`config.mk`:
```
export PLATFORM = sky130hd
export DESIGN_NAME = vpart_valid_reg
export DESIGN_NICKNAME = d
export VERILOG_FILES = /design/src/rtl/vpv_pkg.sv /design/src/rtl/vpv_enc_match.sv /design/src/rtl/vpv_decide.sv /design/src/rtl/vpv_store.sv /design/src/rtl/vpv_entry_idx.sv /design/src/rtl/vpart_valid_reg.sv
export SDC_FILE = /design/constraint.sdc
export NUM_CORES = 1
export LEC_CHECK = 0
export CAP_MARGIN = 20
export CORE_ASPECT_RATIO = 0.75
export CORE_MARGIN = 5
export CORE_UTILIZATION = 35
export DETAILED_ROUTE_END_ITERATION = 8
export DONT_BUFFER_PORTS = 1
export GPL_ROUTABILITY_DRIVEN = 1
export GPL_TIMING_DRIVEN = 0
export PLACE_DENSITY = 0.45
export SETUP_SLACK_MARGIN = 0.4
export SLEW_MARGIN = 20
export SYNTH_ARGS = -nofsm -noshare
export SYNTH_HDL_FRONTEND = slang
export SYNTH_SLANG_ARGS = --single-unit
```
`constraint.sdc`:
```
create_clock -name clk_i -period 1.13 [get_ports clk_i]
set_input_delay 0.1695 -clock clk_i [delete_from_list [all_inputs] [get_ports clk_i]]
set_output_delay 0.1695 -clock clk_i [all_outputs]
set_load 0.05 [all_outputs]
```
`src/rtl/vpv_pkg.sv`:
```
package vpv_pkg;
  typedef enum logic [2:0] {
    RES_NONE  = 3'd0,
    RES_DONE  = 3'd1,
    RES_MEM   = 3'd2,
    RES_TRAP  = 3'd3,
    RES_UNDEF = 3'd4
  } res_e;

  typedef struct packed {
    res_e       code;
    logic [1:0] lvl;
  } dec_t;

  localparam logic [1:0]  ENC_F0   = 2'b11;
  localparam logic [2:0]  ENC_F1   = 3'b100;
  localparam logic [3:0]  ENC_F2   = 4'b1010;
  localparam logic [3:0]  ENC_F3   = 4'b0100;
  localparam logic [2:0]  ENC_F4   = 3'b001;
  localparam logic [11:0] MEM_OFF  = 12'h938;
  localparam logic [5:0]  TRAP_SYN = 6'h18;
endpackage

```
`src/rtl/vpv_enc_match.sv`:
```
module vpv_enc_match
  import vpv_pkg::*;
(
  input  logic [1:0] f0_i,
  input  logic [2:0] f1_i,
  input  logic [3:0] f2_i,
  input  logic [3:0] f3_i,
  input  logic [2:0] f4_i,
  output logic       hit_o
);
  assign hit_o = (f0_i == ENC_F0) && (f1_i == ENC_F1) && (f2_i == ENC_F2) &&
                 (f3_i == ENC_F3) && (f4_i == ENC_F4);
endmodule

```
`src/rtl/vpv_decide.sv`:
```
module vpv_decide
  import vpv_pkg::*;
(
  input  logic [1:0] lvl_i,
  input  logic       feat_i,
  input  logic       hcr_i,
  input  logic [2:0] nv_i,
  input  logic       el3_i,
  input  logic       tl_i,
  input  logic       sdd_i,
  input  logic       sdd_pri_i,
  output dec_t       dec_o
);
  logic hi_trap;
  assign hi_trap = el3_i && tl_i;

  always_comb begin
    dec_o.code = RES_UNDEF;
    dec_o.lvl  = 2'd0;
    if (feat_i && hcr_i) begin
      unique case (lvl_i)
        2'd0: dec_o.code = RES_UNDEF;
        2'd1: begin
          if (nv_i[2] && nv_i[0]) begin
            dec_o.code = RES_MEM;
          end else if (nv_i[0]) begin
            if (hi_trap) begin
              if (sdd_i) dec_o.code = RES_UNDEF;
              else begin
                dec_o.code = RES_TRAP;
                dec_o.lvl  = 2'd3;
              end
            end else begin
              dec_o.code = RES_TRAP;
              dec_o.lvl  = 2'd2;
            end
          end
        end
        2'd2: begin
          if (hi_trap && sdd_pri_i) dec_o.code = RES_UNDEF;
          else if (hi_trap) begin
            if (sdd_i) dec_o.code = RES_UNDEF;
            else begin
              dec_o.code = RES_TRAP;
              dec_o.lvl  = 2'd3;
            end
          end else begin
            dec_o.code = RES_DONE;
          end
        end
        default: dec_o.code = RES_DONE;
      endcase
    end
  end
endmodule

```
`src/rtl/vpv_store.sv`:
```
module vpv_store #(
  parameter int DATA_W  = 64,
  parameter int NUM_ENT = 32
) (
  input  logic              clk_i,
  input  logic              rst_ni,
  input  logic              we_i,
  input  logic [NUM_ENT-1:0] wdata_i,
  output logic [DATA_W-1:0] q_o
);
  for (genvar i = 0; i < DATA_W; i++) begin : g_bit
    if (i < NUM_ENT) begin : g_flag
      logic bit_q;
      always_ff @(posedge clk_i or negedge rst_ni) begin
        if (!rst_ni)   bit_q <= 1'b0;
        else if (we_i) bit_q <= wdata_i[i];
      end
      assign q_o[i] = bit_q;
    end else begin : g_rsv
      assign q_o[i] = 1'b0;
    end
  end
endmodule

```
`src/rtl/vpv_entry_idx.sv`:
```
module vpv_entry_idx #(
  parameter int NUM_ENT     = 32,
  parameter int ENT_PER_REG = 4,
  localparam int IDX_W      = $clog2(NUM_ENT),
  localparam int SHIFT      = $clog2(ENT_PER_REG),
  localparam int REG_W      = IDX_W - SHIFT
) (
  input  logic [IDX_W-1:0] ent_i,
  output logic [REG_W-1:0] reg_o
);
  assign reg_o = ent_i[IDX_W-1:SHIFT];
endmodule

```
`src/rtl/vpart_valid_reg.sv`:
```
module vpart_valid_reg
  import vpv_pkg::*;
#(
  parameter int DATA_W      = 64,
  parameter int NUM_ENT     = 32,
  parameter int ENT_PER_REG = 4,
  localparam int IDX_W      = $clog2(NUM_ENT),
  localparam int REG_W      = IDX_W - $clog2(ENT_PER_REG)
) (
  input  logic              clk_i,
  input  logic              rst_ni,
  input  logic              req_valid_i,
  input  logic [1:0]        req_f0_i,
  input  logic [2:0]        req_f1_i,
  input  logic [3:0]        req_f2_i,
  input  logic [3:0]        req_f3_i,
  input  logic [2:0]        req_f4_i,
  input  logic              req_write_i,
  input  logic [DATA_W-1:0] req_wdata_i,
  input  logic [1:0]        priv_lvl_i,
  input  logic              feat_en_i,
  input  logic              hcr_en_i,
  input  logic [2:0]        nv_ctl_i,
  input  logic              el3_en_i,
  input  logic              trap_low_i,
  input  logic              sdd_undef_i,
  input  logic              sdd_undef_pri_i,
  input  logic [IDX_W-1:0]  entry_sel_i,
  output logic [REG_W-1:0]  entry_reg_o,
  output logic              rsp_valid_o,
  output logic [2:0]        rsp_code_o,
  output logic [DATA_W-1:0] rsp_rdata_o,
  output logic [11:0]       rsp_mem_off_o,
  output logic [1:0]        rsp_trap_lvl_o,
  output logic [5:0]        rsp_syn_o
);
  logic              hit;
  dec_t              dec;
  logic              take;
  logic              we;
  logic [DATA_W-1:0] store_q;
  logic              unused_rsv;

  assign unused_rsv = ^req_wdata_i[DATA_W-1:NUM_ENT];

  vpv_enc_match u_match (
    .f0_i (req_f0_i),
    .f1_i (req_f1_i),
    .f2_i (req_f2_i),
    .f3_i (req_f3_i),
    .f4_i (req_f4_i),
    .hit_o(hit)
  );

  vpv_decide u_decide (
    .lvl_i    (priv_lvl_i),
    .feat_i   (feat_en_i),
    .hcr_i    (hcr_en_i),
    .nv_i     (nv_ctl_i),
    .el3_i    (el3_en_i),
    .tl_i     (trap_low_i),
    .sdd_i    (sdd_undef_i),
    .sdd_pri_i(sdd_undef_pri_i),
    .dec_o    (dec)
  );

  assign take = req_valid_i && hit;
  assign we   = take && req_write_i && (dec.code == RES_DONE);

  vpv_store #(.DATA_W(DATA_W), .NUM_ENT(NUM_ENT)) u_store (
    .clk_i  (clk_i),
    .rst_ni (rst_ni),
    .we_i   (we),
    .wdata_i(req_wdata_i[NUM_ENT-1:0]),
    .q_o    (store_q)
  );

  vpv_entry_idx #(.NUM_ENT(NUM_ENT), .ENT_PER_REG(ENT_PER_REG)) u_idx (
    .ent_i(entry_sel_i),
    .reg_o(entry_reg_o)
  );

  always_ff @(posedge clk_i or negedge rst_ni) begin
    if (!rst_ni) begin
      rsp_valid_o    <= 1'b0;
      rsp_code_o     <= RES_NONE;
      rsp_rdata_o    <= '0;
      rsp_mem_off_o  <= '0;
      rsp_trap_lvl_o <= '0;
      rsp_syn_o      <= '0;
    end else begin
      rsp_valid_o    <= take;
      rsp_code_o     <= take ? dec.code : RES_NONE;
      rsp_rdata_o    <= (take && !req_write_i && dec.code == RES_DONE) ? store_q : '0;
      rsp_mem_off_o  <= (take && dec.code == RES_MEM) ? MEM_OFF : '0;
      rsp_trap_lvl_o <= (take && dec.code == RES_TRAP) ? dec.lvl : '0;
      rsp_syn_o      <= (take && dec.code == RES_TRAP) ? TRAP_SYN : '0;
    end
  end
endmodule

```
Word-level counts from Yosys, hierarchy flattened
Cells that the tools add are included.
- add/subtract/negate cells: 0
- multiply operators: 0
- divide/modulo/power cells: 0
- $lt $le $gt $ge: 0
- equal/unequal tests: 10
- shift-type cells: 0
- muxes and demuxes: 18
- bitwise operators: 0
- reductions and logical operators: 17
- operator list (kind ; count):
    $mux 32 ; 1
    $mux 5 ; 4
    $logic_and 1x1->1 ; 15
    $mux 3 ; 5
    $mux 12 ; 1
    $mux 2 ; 5
    $pmux 3 s3 ; 1
    $eq 3x1->1 const B ; 2
    $eq 3x2->1 const B ; 2
    $eq 2x2->1 const B ; 2
    $eq 4x3->1 const B ; 1
    $eq 4x4->1 const B ; 1
    $pmux 2 s2 ; 1
    $eq 3x3->1 const B ; 1
    $eq 2x1->1 const B ; 1
    $logic_not 2->1 ; 1
    $logic_not 1->1 ; 1
- register bits after elaboration: 88
- bits in latches: 0
- bits in writable memories: 0
- ROM bits: 0
- input port bits: 100
- output and inout bits: 91
- word-level logic and storage cells: 83
- memories: 0

Logic depth before layout (Yosys ltp)
- depth after elaboration: 9
- gate-level depth with buffers: 8
- mapped depth without buffers: 6

By module
From an unflattened synthesis, not the netlist that was laid out.
- cell total of the unflattened synthesis: 345
- area total of the unflattened synthesis: 4644.5 µm²
- modules (own cells, without submodules) (module ; instances ; cells each ; area an instance (µm²) ; sequential area each (µm²)):
    vpart_valid_reg ; 1 ; 178 ; 2543.7 ; 1801.7
    vpv_store ; 1 ; 133 ; 1829.3 ; 800.8
    vpv_decide ; 1 ; 26 ; 196.4 ; 0.0
    vpv_enc_match ; 1 ; 5 ; 52.6 ; 0.0
    vpv_entry_idx ; 1 ; 3 ; 22.5 ; 0.0

Worst setup path before layout
OpenSTA, ideal clock, no wires.
- path kind: input-to-reg
- start: in req_f3_i[1]
- end: reg u_store.g_bit[0].g_flag.bit_q
- library setup time: 0.127 ns
- data arrival time: 1.622 ns
- required time: 1.003 ns
- slack: -0.620 ns
- stages on the path: 6
- path buffers: 2
- cells stage by stage: or4b_4 nor3_1 and4bb_1 buf_4 buf_8 mux2_1
- cells in the longest elaborated chain, start to end: 6
- ends and longest elaborated chain (what ; line ; RTL):
    from (decl) ; vpart_valid_reg.sv:16 ; input logic [3:0] req_f3_i,
    $eq 4x3->1 ; vpv_enc_match.sv:12 ; (f3_i == ENC_F3) && (f4_i == ENC_F4);
    $logic_and 1x1->1 ; vpv_enc_match.sv:11 ; assign hit_o = (f0_i == ENC_F0) && (f1_i == ENC_F1) && (f2_i == ENC_F2) &&
    $logic_and 1x1->1 ; vpv_enc_match.sv:12 ;
    $logic_and 1x1->1 ; vpart_valid_reg.sv:67 ; assign take = req_valid_i && hit;
    $logic_and 1x1->1 (2 in a row) ; vpart_valid_reg.sv:68 ; assign we = take && req_write_i && (dec.code == RES_DONE);
    to (signal assigned) ; vpv_store.sv:16 ; else if (we_i) bit_q <= wdata_i[i];
    to (decl) ; vpv_store.sv:13 ; logic bit_q;
No other way between the ends.
A chain may end at the register's enable or synchronous reset.

Worst setup path after layout
- start: in req_f3_i[1]
- end: reg u_store.g_bit[22].g_flag.bit_q
- cells in the longest elaborated chain, start to end: 6
- ends and longest elaborated chain (what ; line):
    $eq 4x3->1 ; vpv_enc_match.sv:12
    $logic_and 1x1->1 ; vpv_enc_match.sv:11
    $logic_and 1x1->1 ; vpv_enc_match.sv:12
    $logic_and 1x1->1 ; vpart_valid_reg.sv:67
    $logic_and 1x1->1 (2 in a row) ; vpart_valid_reg.sv:68
    to (signal assigned) ; vpv_store.sv:16
    to (decl) ; vpv_store.sv:13
No other way between the ends.

==> impl_metrics.csv <==
group,metric,value,unit
sta,finalHoldViolCount,102,
run,maxCapViolCount,0,
power,finalPower,5.91,mW
yosys,synth_warnings,0,
route,routedWlPerCell,16.4,um
yosys,synth_cell_types,33,
global_routing,grt_overflow,0,
run_status,violations,"negative hold slack, negative setup slack",
floorplan,core_area,8930,um2
worst_setup_path,worstReg2RegEnd,"u_store.g_bit[8].g_flag.bit_q$_DFFE_PN0P_",
layout,area_delta_synth_final,33.4,%
sta,setup_ws,-0.350,ns
clocking,htree_levels,3,
global_routing,gr-usage-all-layers,12.3,%
worst_setup_path,rrSetupSlack,0.36,ns
layout,final_common_cell,"buf_4",
layout,diodes,0,
clocking,cts-root-buf,"clkbuf_16",
placement,dpl.hpwl,4810,um
yosys,netlist.area_leader.share,56.9,%
power,ir_drop,666,uV
floorplan,num_rows,30,
clocking,cts.clk_slew.worst_paths,0.06,ns
floorplan,boundaryPins,191,
hold_path,hold_path.class,"in -> async",
clocking,clock_latency,0.32,ns
route,first_pass_iters,4,
worst_setup_path,cp_max_fo,10,
yosys,async_reset_ff_share,100,%
sta,min_period_over_period,131,%
clocking,clock_sinks,72,
yosys,synth_area_leaders,"dfrtp_1, buf_4, mux2_1, and2_1, ha_1",
route,wl_met3,683,um
sta,rsz0062_at_grt,"true",
worst_setup_path,arrival,1.69,ns
power,leakagePower,2.06,nW
sta,period_needed,1.48,ns
global_routing,grt_pass1_vias,1949,
clocking,cts_tree,"built",
sta,max_freq,676,MHz
clocking,cts_max_path_buffers,2,
floorplan,die_h,92.4,um
sta,fin_skew,0.00312,ns
sta,setup_tns,-17.20,ns
sta,worst_hold_slack,-0.462,ns
layout,layout-drive-gt1-share,57.1,%
floorplan,dieArea,11100,um2
sta,setup_viol,71,
yosys,syn_area,3170,um2
route,via_per_inst,4.34,
route,drt_iter0_drc,40,
route,drc,0,
placement,gp_congestion,0.718,
layout,final_cell_mix,"buf_4, conb_1, dfrtp_2, mux2_4, dfrtp_1",
yosys,synth-edff-count,0,
placement,io_buffer_count,0,
worst_setup_path,cp.required,1.34,ns
power,p_per_area,1400,nW/um2
clocking,cts_buffers,9,
worst_setup_path,critPathKind,"in -> reg",
yosys,syn_area_per_cell,12.8,um2
global_routing,antenna_found_initial,0,
route,antenna_left,0,
run_status,status,"finished, violations left",
route,num_vias,1840,
yosys,synth_seq_cells,72,
layout,fill_cells,819,
yosys,synth_ff_type,"dfrtp_1",
global_routing,grt_pass1_wl,10400,um
route,highest_layer,"met4",
worst_setup_path,end_kind,"flip-flop",
layout,fin_util,47.3,%
floorplan,die_width,120,um
floorplan,initial_core_util,35.4,%
yosys,syn_inst,247,
layout,fin_nets,411,
route,routed-wl-met2,3260,um
sta,finalMaxSlewViolations,0,
worst_setup_path,rr_startpoint,"u_store.g_bit[8].g_flag.bit_q$_DFFE_PN0P_",
worst_setup_path,start_kind,"input port",
yosys,ys_seq_area_share,56.9,%
route,totalWireLength,6940,um
global_routing,grt_max_degree,73,
yosys,yosys.area.top_type,"dfrtp_1",
route,drt-met1-wl,2920,um
worst_setup_path,r2r_cells,1,
[how the worst max path moves through the flow]
stage / startpoint / end / slack, ns / cells past startpoint
4_1_cts: req_f3_i[1] / rsp_rdata_o[16]$_DFF_PN0_ / -0.36 / 5
3_3_place_gp: req_f3_i[1] / rsp_rdata_o[3]$_DFF_PN0_ / -0.73 / 5
3_5_place_dp: req_f3_i[1] / u_store.g_bit[30].g_flag.bit_q$_DFFE_PN0P_ / -0.76 / 6
2_1_floorplan: req_f3_i[1] / u_store.g_bit[0].g_flag.bit_q$_DFFE_PN0P_ / -0.58 / 6
5_1_grt: req_f3_i[1] / u_store.g_bit[4].g_flag.bit_q$_DFFE_PN0P_ / -0.39 / 6
6_report: req_f3_i[1] / u_store.g_bit[22].g_flag.bit_q$_DFFE_PN0P_ / -0.35 / 6
[power breakdown]
group	switching, mW	total [mW]	internal (mW)
Sequential	0.0000143	2.58	2.58
Combinational	0.399	0.545	0.146
Clock	1.07	2.79	1.72
Total	1.47	5.91	4.44
[registers in the layout, summed over array words and instances (netlist names)]
name                        cells
rsp_code_o                      3
rsp_rdata_o                    32
u_store.g_bit.g_flag.bit_q     32
rsp_valid_o                     1
rsp_syn_o                       1
rsp_mem_off_o                   1
rsp_trap_lvl_o                  2
[critical path: stages]
cell	delay, ns
or4b_4	0.55
nor3_2	0.12
and4bb_1	0.23
buf_6	0.15
buf_12	0.16
mux2_4	0.31
[cells in the mapped netlist, drive strengths merged (3+ instances only)]
library cell  count
mux2             32
nand3             3
inv               3
ha                4
nor3              5
nand2             4
nor2              8
and2             32
dfrtp            72
nand4b            3
clkbuf            3
buf              55
nor4              3
[layer usage]
metal | track usage, % | vias up
li1 | - | 852
met1 | 15.0 | 869
met2 | 18.8 | 110
met3 | 6.11 | 9
met4 | 4.29 | 0
met5 | 0 | -
[cell type report]
class | instances | area [um2] | share of cell area (%)
flip-flops and latches | 72 | 1850 | 43.9
multi-input cells | 156 | 1280 | 30.4
plain buffers | 58 | 533 | 12.6
clock inverters | 6 | 67.6 | 1.60
repair buffers | 7 | 101 | 2.40
well taps | 112 | 140 | 3.32
inverters | 3 | 11.3 | 0.267
clock buffers | 10 | 229 | 5.42
[cells by family (layout without fill, tap and decap cells)]
kind of cell    count (synthesis)  count (layout)  synth area share, %
flops                          72              72                 56.9
simple gates                   68              68                 13.2
buf+inv                        61              84                 14.6
mux                            32              32                 11.4
compound gates                  9               9                 2.17
fa+ha+maj                       4               4                 1.58
other cells                     1              43                0.118
[through the flow]
step,cell area [um2],worst slack [ns],instances
after floorplan,3410,-0.585,289
after global placement,3550,-0.735,401
after detailed placement,3550,-0.759,401
after CTS,4000,-0.360,418
after global routing,4220,-0.385,424
final,4220,-0.350,424
[timing repair]
item,in CTS,in global routing
cloned,0,2
hold endpoints to repair,104,104
pin swaps,0,16
resized for setup,37,45
setup buffers,1,4
setup endpoints to repair,117,117
Note: power is estimated with default switching activity, not from simulation.
